===== src/rtl/apx_booth_pkg.sv =====
`timescale 1ns/1ps
package apx_booth_pkg;

  // Control lines for one radix-4 Booth digit.
  typedef struct packed {
    logic neg;  // digit is negative
    logic one;  // magnitude 1
    logic two;  // magnitude 2
  } booth_ctl_t;

  // Decode an overlapping 3-bit group {upper, middle, lower} into a digit.
  function automatic booth_ctl_t booth_decode(input logic [2:0] grp);
    booth_ctl_t c;
    c.one = grp[1] ^ grp[0];
    c.two = (grp[2] & ~grp[1] & ~grp[0]) | (~grp[2] & grp[1] & grp[0]);
    c.neg = grp[2] & ~(grp[1] & grp[0]);
    return c;
  endfunction

  // Each row carries its sign bit inverted at weight 2^(opw+1+2r).
  // The inversion adds 2^k per row, so subtract the sum of them once.
  function automatic logic [63:0] sign_fix_const(input int unsigned opw);
    logic [63:0] acc;
    acc = '0;
    for (int unsigned r = 0; r < opw / 2; r++) begin
      acc = acc - (64'd1 << (opw + 1 + 2 * r));
    end
    return acc;
  endfunction

endpackage


===== src/rtl/apx_booth_row.sv =====
`timescale 1ns/1ps
module apx_booth_row
  import apx_booth_pkg::*;
#(
  parameter int W   = 8,
  parameter int ROW = 0
) (
  input  logic [W-1:0]   mcand,
  input  logic [2:0]     grp,
  output logic [2*W-1:0] row_bits,
  output logic           neg
);
  localparam int PW = 2 * W;
  localparam int RW = W + 2;   // room for +/-2 times the most negative operand
  localparam int SH = 2 * ROW;

  booth_ctl_t     ctl;
  logic [RW-1:0]  mag;
  logic [RW-1:0]  flip;

  always_comb begin
    ctl = booth_decode(grp);
    mag = '0;
    if (ctl.one) begin
      mag = {{2{mcand[W-1]}}, mcand};
    end else if (ctl.two) begin
      mag = {mcand[W-1], mcand, 1'b0};
    end
    // Negative digits: ones' complement here, +1 injected downstream.
    flip         = mag ^ {RW{ctl.neg}};
    // Sign bit carried inverted; the constant in the merge stage balances it.
    flip[RW-1]   = ~flip[RW-1];
    row_bits     = {{(PW - RW){1'b0}}, flip} << SH;
    neg          = ctl.neg;
  end

endmodule


===== src/rtl/apx_booth_merge.sv =====
`timescale 1ns/1ps
module apx_booth_merge
  import apx_booth_pkg::*;
#(
  parameter int W = 8
) (
  input  logic [W/2-1:0][2*W-1:0] rows,
  input  logic [W/2-1:0]          negs,
  output logic [2*W-1:0]          merged
);
  localparam int PW   = 2 * W;
  localparam int ROWS = W / 2;
  localparam int HI   = ROWS - 1;
  localparam int LO   = ROWS - 2;
  localparam logic [PW-1:0] FIX = PW'(sign_fix_const(W));

  logic [PW-1:0] top_pair;
  logic [PW-1:0] inject;

  // Add the two highest rows, their +1 bits and the sign correction.
  always_comb begin
    top_pair = rows[LO] + rows[HI]
             + (PW'(negs[LO]) << (2 * LO))
             + (PW'(negs[HI]) << (2 * HI))
             + FIX;
  end

  // +1 bits of the lower rows sit in columns the merged row leaves empty.
  genvar gi;
  generate
    for (gi = 0; gi < PW; gi++) begin : g_inj
      if ((gi % 2 == 0) && (gi / 2 < LO)) begin : g_hole
        assign inject[gi] = negs[gi/2];
      end else begin : g_none
        assign inject[gi] = 1'b0;
      end
    end
  endgenerate

  assign merged = top_pair | inject;

endmodule


===== src/rtl/apx_booth_colsum.sv =====
`timescale 1ns/1ps
module apx_booth_colsum #(
  parameter int W    = 8,
  parameter int NOPS = 3,
  parameter int LOW  = 2
) (
  input  logic [NOPS-1:0][2*W-1:0] ops,
  output logic [2*W-1:0]           sum
);
  localparam int PW = 2 * W;
  localparam int CW = $clog2(NOPS + 1) + 1;

  logic [PW:0][CW-1:0] carry;

  assign carry[0] = '0;

  genvar c;
  generate
    for (c = 0; c < PW; c++) begin : g_col
      logic [NOPS-1:0] colv;
      logic [CW-1:0]   cnt;
      for (genvar k = 0; k < NOPS; k++) begin : g_tap
        assign colv[k] = ops[k][c];
      end
      // Exact count of the column plus what rose from below.
      assign cnt          = carry[c] + CW'($countones(colv));
      assign carry[c + 1] = cnt >> 1;
      if (c < LOW) begin : g_apx
        // Cheap bit: row zero alone, its +1 bit left out of the output.
        assign sum[c] = ops[0][c];
      end else begin : g_exact
        assign sum[c] = cnt[0];
      end
    end
  endgenerate

endmodule


===== src/rtl/apx_booth_mul.sv =====
`timescale 1ns/1ps
module apx_booth_mul #(
  parameter int W = 8
) (
  input  logic           clk,
  input  logic           rst,
  input  logic           in_valid,
  input  logic [W-1:0]   a,
  input  logic [W-1:0]   b,
  output logic           out_valid,
  output logic [2*W-1:0] p
);
  localparam int PW   = 2 * W;
  localparam int ROWS = W / 2;
  localparam int NOPS = ROWS - 1;
  localparam int LOW  = 2;

  logic [W:0]                bx;
  logic [ROWS-1:0][PW-1:0]   rows;
  logic [ROWS-1:0]           negs;
  logic [PW-1:0]             merged;
  logic [NOPS-1:0][PW-1:0]   ops;
  logic [PW-1:0]             sum_next;

  assign bx = {b, 1'b0};

  genvar r;
  generate
    for (r = 0; r < ROWS; r++) begin : g_row
      apx_booth_row #(.W(W), .ROW(r)) u_row (
        .mcand   (a),
        .grp     (bx[2*r+2 : 2*r]),
        .row_bits(rows[r]),
        .neg     (negs[r])
      );
    end
    for (r = 0; r < NOPS - 1; r++) begin : g_pass
      assign ops[r] = rows[r];
    end
  endgenerate

  apx_booth_merge #(.W(W)) u_merge (
    .rows  (rows),
    .negs  (negs),
    .merged(merged)
  );

  assign ops[NOPS-1] = merged;

  apx_booth_colsum #(.W(W), .NOPS(NOPS), .LOW(LOW)) u_sum (
    .ops(ops),
    .sum(sum_next)
  );

  always_ff @(posedge clk) begin
    if (rst) begin
      out_valid <= 1'b0;
      p         <= '0;
    end else begin
      out_valid <= in_valid;
      if (in_valid) begin
        p <= sum_next;
      end
    end
  end

endmodule


===== config.mk =====
export PLATFORM = sky130hd
export DESIGN_NAME = apx_booth_mul
export DESIGN_NICKNAME = d
export VERILOG_FILES = /design/src/rtl/apx_booth_pkg.sv /design/src/rtl/apx_booth_row.sv /design/src/rtl/apx_booth_merge.sv /design/src/rtl/apx_booth_colsum.sv /design/src/rtl/apx_booth_mul.sv
export SDC_FILE = /design/constraint.sdc
export NUM_CORES = 1
export LEC_CHECK = 0
export CAP_MARGIN = 20
export CORE_MARGIN = 4
export CORE_UTILIZATION = 35
export CTS_BUF_LIST = sky130_fd_sc_hd__clkbuf_8
export DETAILED_ROUTE_END_ITERATION = 10
export DONT_BUFFER_PORTS = 1
export PLACE_DENSITY = 0.5
export SYNTH_ARGS = -nofsm -noshare
export SYNTH_HDL_FRONTEND = slang
export SYNTH_HIERARCHICAL = 1
export SYNTH_SLANG_ARGS = --single-unit

===== constraint.sdc =====
create_clock -name clk -period 18.3 [get_ports clk]
set_input_delay 1.83 -clock clk [delete_from_list [all_inputs] [get_ports clk]]
set_output_delay 1.83 -clock clk [all_outputs]
set_load 0.05 [all_outputs]

## Word level (Yosys, flattened, before mapping)

Index checks and enable logic that the tools add are counted.

| cells by class | value |
|---|---|
| add/sub/neg operators | 39 |
| mux-type cells | 8 |
| bitwise gates (word level) | 45 |

Operators with widths:

| operator | number |
|---|---|
| 2-to-1 mux 10 bit | 8 |
| XOR 10 bit | 4 |
| adder 2 x 3 -> 3 bit | 11 |
| adder 1 x 1 -> 2 bit | 12 |
| adder 3 x 1 -> 3 bit | 8 |
| bitwise AND 1 bit | 19 |
| adder 14 x 16 -> 16 bit | 1 |
| adder 16 x 15 -> 16 bit (second input constant) | 1 |
| adder 16 x 5 -> 16 bit | 1 |
| adder 16 x 7 -> 16 bit | 1 |
| bitwise OR 16 x 3 -> 16 bit | 1 |
| NOT 1 bit | 15 |
| adder 2 x 1 -> 3 bit | 2 |
| bitwise OR 1 bit | 3 |
| XOR 1 bit | 3 |
| adder 2 x 1 -> 2 bit | 1 |
| adder 1 bit | 1 |

| storage, ports and cells | value |
|---|---|
| flip-flop bits (word level) | 17 |

## Logic depth before layout (Yosys ltp)

Gate-level depths: netlist of run 1.

| logic depth | value |
|---|---|
| word-level depth | 29 |
| mapped depth | 77 |
| mapped depth without buffers | 75 |

## Modules after synthesis

Netlist of run 1, hierarchy kept.

By module, submodules not included:

| module | instances | cells an instance | seq. area each (µm²) | area an instance (µm²) |
|---|---|---|---|---|
| apx_booth_row | 4 | 41 | 0.0 | 425.4 |
| apx_booth_merge | 1 | 129 | 0.0 | 991.0 |
| apx_booth_colsum | 1 | 96 | 0.0 | 974.7 |
| apx_booth_mul | 1 | 55 | 340.3 | 611.8 |

## Worst setup path after synthesis of run 1

No wires, ideal clock.

| path | value |
|---|---|
| path kind | in2reg |
| start point | input port b[0] |
| end point | register p[15] |
| cell stages on the path | 76 |
| data required time | 18.184 ns |
| arrival | 17.953 ns |
| path buffers | 2 |
| setup time | 0.116 ns |
| setup slack | 0.231 ns |
| path through | ha_1 -> buf_6 -> buf_12 -> nand2_1 -> xnor2_1 -> ha_1 -> and2_1 -> ha_1 -> fa_1 -> inv_1 -> fa_1 -> inv_1 -> fa_1 -> ha_1 -> inv_1 -> fa_1 -> inv_1 -> fa_1 -> (+40 left out) -> fa_1 -> inv_1 -> fa_1 -> inv_1 -> ha_1 -> inv_1 -> fa_1 -> fa_1 -> inv_1 -> fa_1 -> inv_1 -> fa_1 -> inv_1 -> ha_1 -> xnor2_1 -> xnor3_1 -> mux2i_1 -> nor2_1 |

RTL lines:

| what | line | text |
|---|---|---|
| from (decl) | apx_booth_mul.sv:9 | `input logic [W-1:0] b,` |
| to (signal assigned) | apx_booth_mul.sv:62 | `p <= sum_next;` |
| to (decl) | apx_booth_mul.sv:11 | `output logic [2*W-1:0] p` |

==> reports/qor.csv, run 1 <==
stage,metric,value,unit
floorplan,die_h,119,µm
routing,drt_wl_total,8.17,mm
timing,period_share,98.8,%
critical_path,slowest_stage,fa_1,
grt,grt_pass1_vias,2840,
job,maxCapViolations,0,
synthesis,async_reset_ff_share,0,%
synthesis,synth_seq_cells,17,
cts,cts_tree,yes,
layout,area_growth,0.731,%
cts,root_buffer,clkbuf_8,
critical_path,crit_fanout,15,
critical_path,arrival,18230,ps
critical_path,cp-end-kind,register,
timing,finalHoldViolations,0,
placement,dp_hpwl,6.92,mm
cts,insertion_delay,240,ps
timing,hold_slack,759,ps
layout,layout.nets,528,
layout,drive_gt1_share,16.9,%
outcome,status,finished clean,
routing,dr.first_iter.drc_count,88,
layout,nFillCells,1249,
floorplan,design.portCount,36,
floorplan,die_x,119,µm
cts,clk_pin_slew,60,ps
cts,cts_buffers,3,
grt,grtUsageTotal,12.0,%
min_path,hold_path.class,reg2reg,
routing,wl_per_cell,14.1,µm
routing,ant_nets,0,
critical_path,crit_required,18440,ps
placement,routabilityCongestion,0.797,
synthesis,syn_area,0.00428,mm²
routing,num_vias,2749,
timing,slew_headroom,51.6,%
timing,worst_slew_pin_slew,726,ps
routing,drc,0,
synthesis,avgSynthCellArea,9.64,µm²
timing,report.final.slew_viol_count,0,
layout,antenna_cells,0,
placement,portBuffers,0,
placement,dpl_cell_area,0.00418,mm²
routing,viasPerCell,4.75,
grt,grt_pass1_wl,13.9,mm
timing,finalSetupViolCount,0,
synthesis,synth_edf_count,0,
layout,final_cell_mix,"73 x inv_1, 47 x xnor2_1, 40 x ha_1",
layout,final_area,0.00431,mm²
synthesis,yosysWarnings,6,
floorplan,core,0.0120,mm²
synthesis,synth-seq-area-share,7.95,%
floorplan,die_area,0.0141,mm²
synthesis,ys_types,46,
grt,grt_max_degree,18,
floorplan,rows,40,
cts,cts_sinks,17,
critical_path,crit_type,in2reg,
cts,clock_path_buffers,2,
timing,finalClockSkew,0,ps
routing,drtPass1Iterations,4,
timing,min_period,18090,ps
critical_path,cp-start-kind,input port,
grt,gr-total-overflow,0,
synthesis,ys_dominant_reg_cell,dfxtp_1,
floorplan,start_util,35.6,%
timing,grt_setup_unrepaired,true,
grt,antenna_found_initial,0,
cts,cts.htree.levels,1,
synthesis,syn_inst,444,
timing,fmax,55.3,MHz
critical_path,max_stage_delay,540,ps
layout,final_common_cell,inv_1,
## cell usage after synthesis (9+ instances only)
master | number | area, µm²
inv_1 | 73 | 274
xnor2_1 | 49 | 429
ha_1 | 46 | 576
fa_1 | 30 | 601
o31ai_2 | 28 | 350
buf_4 | 26 | 195
mux2_1 | 20 | 225
nor2_1 | 20 | 75.1
dfxtp_1 | 17 | 340
mux2i_1 | 17 | 170
a21oi_1 | 9 | 45.0
buf_6 | 9 | 101
nand2_1 | 9 | 33.8
## cell type report
| type | instances | area [µm²] | share of cell area (%) |
|---|---|---|---|
| Inverter | 73 | 274 | 6.36 |
| Clock inverter | 1 | 3.75 | 0.0871 |
| Multi-Input combinational cell | 328 | 3380 | 78.4 |
| Tap cell | 147 | 184 | 4.27 |
| Timing Repair Buffer | 10 | 87.6 | 2.03 |
| Sequential cell | 17 | 340 | 7.90 |
| Clock buffer | 3 | 41.3 | 0.958 |
## cell families after synthesis
logic type	after synthesis	synth area share, %
xor+xnor	58	12.2
other cells	5	0.439
compound gates	68	15.9
flops	17	7.95
buf+inv	121	16.5
simple gates	54	7.75
mux	45	11.7
fa+ha+maj	76	27.5
## flip-flops by register name, indices dropped and copies added (netlist names)
signal and cells:
out_valid 1, p 16
## per-layer routing
layer	part of all wire [%]	vias up	global-route usage, %	routed length (µm)
li1	-	1398	-	-
met1	43	1326	14.6	3540
met2	54	21	23.0	4380
met3	2.3	4	1.53	190
met4	0.75	0	1.23	61
met5	0	-	0	0
## worst paths after layout
kind / depth (start not counted) / slack (ps) / endpoint / startpoint
worst max register to register: 2 / 17290 / p[15] / p[15]
worst min register to register: 2 / 760 / p[5] / p[5]
worst max-delay path: 73 / 210 / p[15] / b[0]
worst min-delay path: 2 / 760 / p[5] / p[5]
## critical path: cells and delay by family
kind	cells	cell delay, ps
adders and majority gates	39	13830
buffers and inverters	27	1490
xor gates and xnor gates	3	520
muxes	2	450
AOI/OAI and AO/OA	1	70
and+or+nand+nor	1	50
## stage by stage
| step | util (%) | setup TNS, ps | setup slack (ps) | std cells |
|---|---|---|---|---|
| 5_1_grt | 35.9 | -787 | -540 | 579 |
| 2_1_floorplan | - | 0 | 231 | 466 |
| 6_report | 35.9 | 0 | 211 | 579 |
| 4_1_cts | 35.2 | 0 | 93.4 | 578 |
| 3_3_place_gp | 34.8 | -116 | -116 | 574 |
| 3_5_place_dp | 34.8 | -206 | -206 | 574 |
## what timing repair did
| item | 4_1_cts | 5_1_grt |
|---|---|---|
| buffers inserted | 0 | 1 |
| pin swaps | 1 | 7 |
| resized for setup | 1 | 15 |
| hold buffers | 0 | 0 |
| endpoints found under the setup margin | 1 | 2 |
Power of run 1 is not shown: default switching activity piles up to over one toggle a cycle in this logic, so the estimate is an artifact.
==> run 2: changes to the inputs <==
--- a/config.mk
+++ b/config.mk
@@ -8,7 +8,7 @@
 export CAP_MARGIN = 20
 export CORE_MARGIN = 4
 export CORE_UTILIZATION = 35
-export CTS_BUF_LIST = sky130_fd_sc_hd__clkbuf_8
+export CTS_BUF_LIST = sky130_fd_sc_hd__clkbuf_4
 export DETAILED_ROUTE_END_ITERATION = 10
 export DONT_BUFFER_PORTS = 1
 export PLACE_DENSITY = 0.5
==> run 2 against run 1 <==
Net effect:
- design area is 0.35% lower
- die area stayed put
- core utilization is 0.13 points lower
- register-to-register slack hardly changed
- non-clock buffer count stayed put
- clock-buffer cell count is 1 higher
- clock skew stayed put
- via count is 0.40% lower
- worst setup slack better by 38 ps
- sequential share of layout area hardly changed
- sequential cell count stayed put
- critical path type unchanged
- critical endpoint unchanged
- largest cell class unchanged
==> reports/qor.csv, run 2 (synthesis results as in run 1) <==
stage,metric,value,unit,change
routing,viasPerCell,4.73,,-0.40%
timing,fin_ws,249,ps,+37.8 ps
grt,grt_pass1_wl,13.9,mm,-0.30%
critical_path,slowest_stage,fa_1,,
timing,fmax,55.4,MHz,+0.21%
critical_path,crit_type,in2reg,,
routing,wl_per_cell,14.1,µm,-0.37%
layout,area_growth,0.380,%,
placement,dp_slack,-206,ps,unchanged
critical_path,cp-start-kind,input port,,
min_path,hold_path.startpoint,p[5],,
critical_path,arrival,18240,ps,about the same
floorplan,die_h,119,µm,unchanged
layout,reg.largest.list,"p (16), out_valid (1)",,
grt,grt_max_degree,18,,unchanged
timing,hold_slack,764,ps,+4.24 ps
timing,worst_slew_pin_slew,724,ps,-1.90 ps
min_path,hold_path.class,reg2reg,,
cts,cts_tree,yes,,
timing,finalHoldViolations,0,,unchanged
placement,dp_hpwl,6.92,mm,unchanged
timing,finalClockSkew,0,ps,unchanged
critical_path,cp-end-kind,register,,
layout,final-seq-area,340,µm²,unchanged
cts,cts_sinks,17,,unchanged
timing,report.final.slew_viol_count,0,,unchanged
layout,antenna_cells,0,,unchanged
cts,clock_path_buffers,2,,unchanged
floorplan,die_area,0.0141,mm²,unchanged
critical_path,crit_fanout,15,,unchanged
floorplan,start_util,35.6,%,unchanged
layout,multi_input_area,0.00338,mm²,unchanged
layout,regMostFlops,p,,
cts,holdBufCountCts,0,,unchanged
cts,root_buffer,clkbuf_4,,
grt,grtUsageTotal,11.9,%,-0.040 points
timing,period_share,98.6,%,-0.21 points
critical_path,crit_required,18480,ps,+40 ps
layout,final_common_cell,inv_1,,
critical_path,r2r-end,p[15],,
grt,antenna_found_initial,0,,unchanged
floorplan,core,0.0120,mm²,unchanged
routing,drt_wl_total,8.14,mm,-0.37%
layout,final_cell_mix,"72 x inv_1, 47 x xnor2_1, 40 x ha_1",,
placement,routabilityCongestion,0.797,,unchanged
placement,portBuffers,0,,unchanged
critical_path,r2r-start,p[15],,
floorplan,die_x,119,µm,unchanged
routing,drc,0,,unchanged
routing,dr.first_iter.drc_count,83,,-5.7%
layout,nFillCells,1252,,+0.24%
cts,cts.htree.levels,1,,unchanged
grt,gr-total-overflow,0,,unchanged
routing,ant_nets,0,,unchanged
cts,insertion_delay,280,ps,+40 ps
outcome,status,finished clean,,
floorplan,design.portCount,36,,unchanged
timing,grt_setup_unrepaired,true,,
layout,layout.nets,528,,unchanged
min_path,hold_depth,2,,unchanged
layout,largest_reg_flops,16,,unchanged
cts,cts_buffers,3,,unchanged
min_path,hold_end,p[5],,
routing,num_vias,2738,,-0.40%
job,maxCapViolations,0,,unchanged
layout,drive_gt1_share,17.1,%,+0.23 points
critical_path,reg2reg_depth,2,,unchanged
timing,finalSetupViolCount,0,,unchanged
critical_path,max_stage_delay,540,ps,about the same
timing,min_period,18050,ps,-37.8 ps
cts,clk_pin_slew,100,ps,+40 ps
grt,grt_pass1_vias,2837,,-0.11%
floorplan,rows,40,,unchanged
critical_path,reg2reg_slack,17280,ps,about the same
routing,drtPass1Iterations,4,,unchanged
timing,slew_headroom,51.8,%,+0.13 points
[run 2: cell types whose count changed in the layout (fill, tap and decap cells not counted)]
| cell | before | now |
|---|---|---|
| inv_1 | 73 | 72 |
| clkbuf_8 | 3 | 0 |
| clkbuf_4 | 0 | 4 |
[run 2: worst max-delay path: cells and delay by family]
family | cells | cell delay [ps]
AOI/OAI and AO/OA | 1 | 70
muxes | 2 | 450
and+or+nand+nor | 1 | 50
buffers and inverters | 27 | 1490
adders and majority gates | 39 | 13830
xor gates and xnor gates | 3 | 520
[run 2: worst max-delay path by stage]
| stage | from | end | slack (ps) |
|---|---|---|---|
| floorplan | b[0] | p[15] | 230 |
| global placement | b[0] | p[15] | -120 |
| detailed placement | b[0] | p[15] | -210 |
| CTS | b[0] | p[15] | 20 |
| global route | b[0] | p[15] | -490 |
| finish | b[0] | p[15] | 250 |
[run 2: through the flow]
step | setup TNS [ps] | instances | area [µm²] | utilization [%]
global placement | -116 | 574 | 4180 | 34.8
global route | -683 | 579 | 4300 | 35.8
CTS | 0 | 578 | 4220 | 35.1
detailed placement | -206 | 574 | 4180 | 34.8
floorplan | 0 | 466 | 4360 | -
finish | 0 | 579 | 4300 | 35.8
[run 2: routing by layer]
| metal | part of all wire (%) | track usage (%) | vias up | routed length [µm] |
|---|---|---|---|---|
| met3 | 2.6 | 1.53 | 2 | 212 |
| met4 | 0.59 | 1.01 | 0 | 48 |
| met5 | 0 | 0 | - | 0 |
| li1 | - | - | 1397 | - |
| met1 | 43 | 14.5 | 1318 | 3500 |
| met2 | 54 | 23.0 | 21 | 4380 |
[run 2: timing repair]
action / 4_1_cts / 5_1_grt
endpoints found under the setup margin: 1 / 2
setup buffers: 0 / 1
resized for setup: 1 / 15
pin swaps: 0 / 8
[run 2: final cells by class]
| cell class | instances | share of cell area, % |
|---|---|---|
| repair buffers | 10 | 2.04 |
| well taps | 147 | 4.28 |
| multi-input cells | 328 | 78.7 |
| flip-flops and latches | 17 | 7.92 |
| clock buffers | 4 | 0.699 |
| inverters | 73 | 6.38 |
Power of run 2 is left out for the same reason.
==> run 3: changes to the inputs <==
--- a/config.mk
+++ b/config.mk
@@ -6,12 +6,14 @@
 export NUM_CORES = 1
 export LEC_CHECK = 0
 export CAP_MARGIN = 20
+export CORE_ASPECT_RATIO = 1.5
 export CORE_MARGIN = 4
 export CORE_UTILIZATION = 35
 export CTS_BUF_LIST = sky130_fd_sc_hd__clkbuf_4
+export CTS_CLUSTER_DIAMETER = 40
 export DETAILED_ROUTE_END_ITERATION = 10
 export DONT_BUFFER_PORTS = 1
-export PLACE_DENSITY = 0.5
+export PLACE_DENSITY = 0.48
 export SYNTH_ARGS = -nofsm -noshare
 export SYNTH_HDL_FRONTEND = slang
 export SYNTH_HIERARCHICAL = 1
==> constraint.sdc (replaced) <==
create_clock -name clk -period 17.75 [get_ports clk]
set_input_delay 1.775 -clock clk [delete_from_list [all_inputs] [get_ports clk]]
set_output_delay 1.775 -clock clk [all_outputs]
set_load 0.05 [all_outputs]
==> run 3 against run 2 <==
Net effect:
- the flow now finishes with violations (setup timing)
- clock-buffer cell count down 1
- via count down 0.51%
- global-route usage shrank 0.45 points
- final cell count grew 1.7%
- first-iteration DRC count decreased by 36%
- design area is 0.52% higher
- sequential cell count is the same
==> reports/qor.csv, run 3 (synthesis results as in run 1) <==
stage,metric,value,unit,change
timing,slew_headroom,52.0,%,+0.28 points
layout,reg.largest.list,"p (16), out_valid (1)",,
floorplan,design.portCount,36,,unchanged
layout,largest_reg_flops,16,,unchanged
layout,area_growth,0.906,%,
routing,dr.first_iter.drc_count,53,,-36%
grt,grt_pass1_vias,2769,,-2.4%
critical_path,crit_required,17930,ps,-550 ps
floorplan,die_h,143,µm,+21%
grt,grtUsageTotal,11.5,%,-0.45 points
critical_path,slowest_stage,fa_1,,
layout,regMostFlops,p,,
timing,finalSetupViolCount,1,,+1
critical_path,max_stage_delay,560,ps,+20 ps
placement,dp_hpwl,7.23,mm,+4.5%
min_path,hold_path.startpoint,p[10],,
grt,grt_pass1_wl,13.4,mm,-3.1%
critical_path,r2r-end,p[4],,
critical_path,r2r-start,p[4],,
min_path,hold_end,p[10],,
timing,tns,-110,ps,-110 ps
critical_path,reg2reg_depth,2,,unchanged
routing,viasPerCell,4.62,,-2.2%
layout,drive_gt1_share,17.9,%,+0.76 points
cts,cts_buffers,3,,unchanged
outcome,status,finished with violations,,
layout,final_cell_mix,"72 x inv_1, 47 x xnor2_1, 40 x ha_1",,
placement,dp_slack,-655,ps,-450 ps
layout,nFillCells,1257,,+0.40%
floorplan,start_util,35.8,%,+0.17 points
routing,drt_wl_total,8.09,mm,-0.55%
cts,clock_path_buffers,2,,unchanged
placement,routabilityCongestion,0.775,,-2.7%
grt,gr-total-overflow,0,,unchanged
timing,period_share,101,%,
routing,num_vias,2724,,-0.51%
layout,final-seq-area,340,µm²,unchanged
cts,root_buffer,clkbuf_4,,
layout,antenna_cells,0,,unchanged
floorplan,core,0.0120,mm²,-0.47%
layout,layout.nets,532,,+0.76%
floorplan,die_area,0.0141,mm²,+0.26%
timing,fin_ws,-110,ps,-359 ps
timing,finalHoldViolations,0,,unchanged
cts,holdBufCountCts,0,,unchanged
outcome,violations,setup timing,,
critical_path,arrival,18040,ps,-200 ps
layout,multi_input_area,0.00338,mm²,unchanged
job,maxCapViolations,0,,unchanged
routing,drc,0,,unchanged
floorplan,rows,49,,+23%
grt,antenna_found_initial,0,,unchanged
cts,cts_tree,yes,,
critical_path,cp-end-kind,register,,
placement,portBuffers,0,,unchanged
min_path,hold_depth,2,,unchanged
timing,min_period,17860,ps,
timing,grt_setup_unrepaired,true,,
grt,grt_max_degree,18,,unchanged
layout,utilization,36.1,%,+0.36 points
min_path,hold_path.class,reg2reg,,
timing,fmax,56.0,MHz,
routing,drtPass1Iterations,3,,-1
cts,insertion_delay,290,ps,about the same
cts,clk_pin_slew,100,ps,about the same
layout,final_common_cell,inv_1,,
routing,ant_nets,0,,unchanged
critical_path,crit_type,in2reg,,
cts,cts.htree.levels,1,,unchanged
critical_path,cp-start-kind,input port,,
routing,wl_per_cell,13.7,µm,-2.2%
critical_path,cp_common_cell,fa_1,,
timing,report.final.slew_viol_count,0,,unchanged
cts,cts_sinks,17,,unchanged
critical_path,reg2reg_slack,16780,ps,-500 ps
floorplan,die_x,98.3,µm,-17%
timing,finalClockSkew,0,ps,unchanged
timing,worst_slew_pin_slew,719,ps,-4.23 ps
critical_path,crit_fanout,5,,-10
run 3: cell types whose count changed in the layout (fill, tap and decap cells not counted), sizes merged:
cell	change
buf	+4
clkinv	+1
clkbuf	-1
run 3: final cells by class:
class / instances / area share, %
clock inverters: 1 / 0.116
multi-input cells: 328 / 78.3
flip-flops and latches: 17 / 7.88
well taps: 153 / 4.43
repair buffers: 14 / 2.43
clock buffers: 3 / 0.522
inverters: 73 / 6.35
run 3: worst max-delay path by stage:
stage	to	from	slack, ps
6_report	p[15]	b[0]	-110
5_1_grt	p[15]	b[0]	-890
4_1_cts	p[15]	b[0]	-220
3_5_place_dp	p[15]	b[0]	-660
3_3_place_gp	p[15]	b[0]	-410
2_1_floorplan	p[15]	b[0]	-140
run 3: per-layer routing:
layer  vias up  wire length (µm)  global-route usage, %
met5         -                 0                      0
met4         0               168                   3.45
met3         8               272                   1.41
met2        32              4090                   20.7
met1      1286              3560                   14.2
li1       1398                 -                      -
run 3: repair_timing:
item / 4_1_cts / 5_1_grt
resized for setup: 1 / 11
endpoints found under the hold margin: 0 / 0
pin swaps: 1 / 3
setup buffers: 0 / 2
setup endpoints to repair: 1 / 2
run 3: through the flow:
step	cells	area, µm²	hold slack [ps]
detailed placement	583	4210	761
finish	589	4320	772
CTS	587	4250	777
global route	589	4320	794
floorplan	466	4360	737
global placement	583	4210	748
run 3: worst max-delay path: cells and delay by family:
family / cells / cell delay [ps]
xor gates and xnor gates: 3 / 550
adders and majority gates: 39 / 13660
buffers and inverters: 27 / 1500
muxes: 2 / 450
AOI/OAI and AO/OA: 1 / 80
and+or+nand+nor: 1 / 50
Power of run 3 is left out for the same reason.
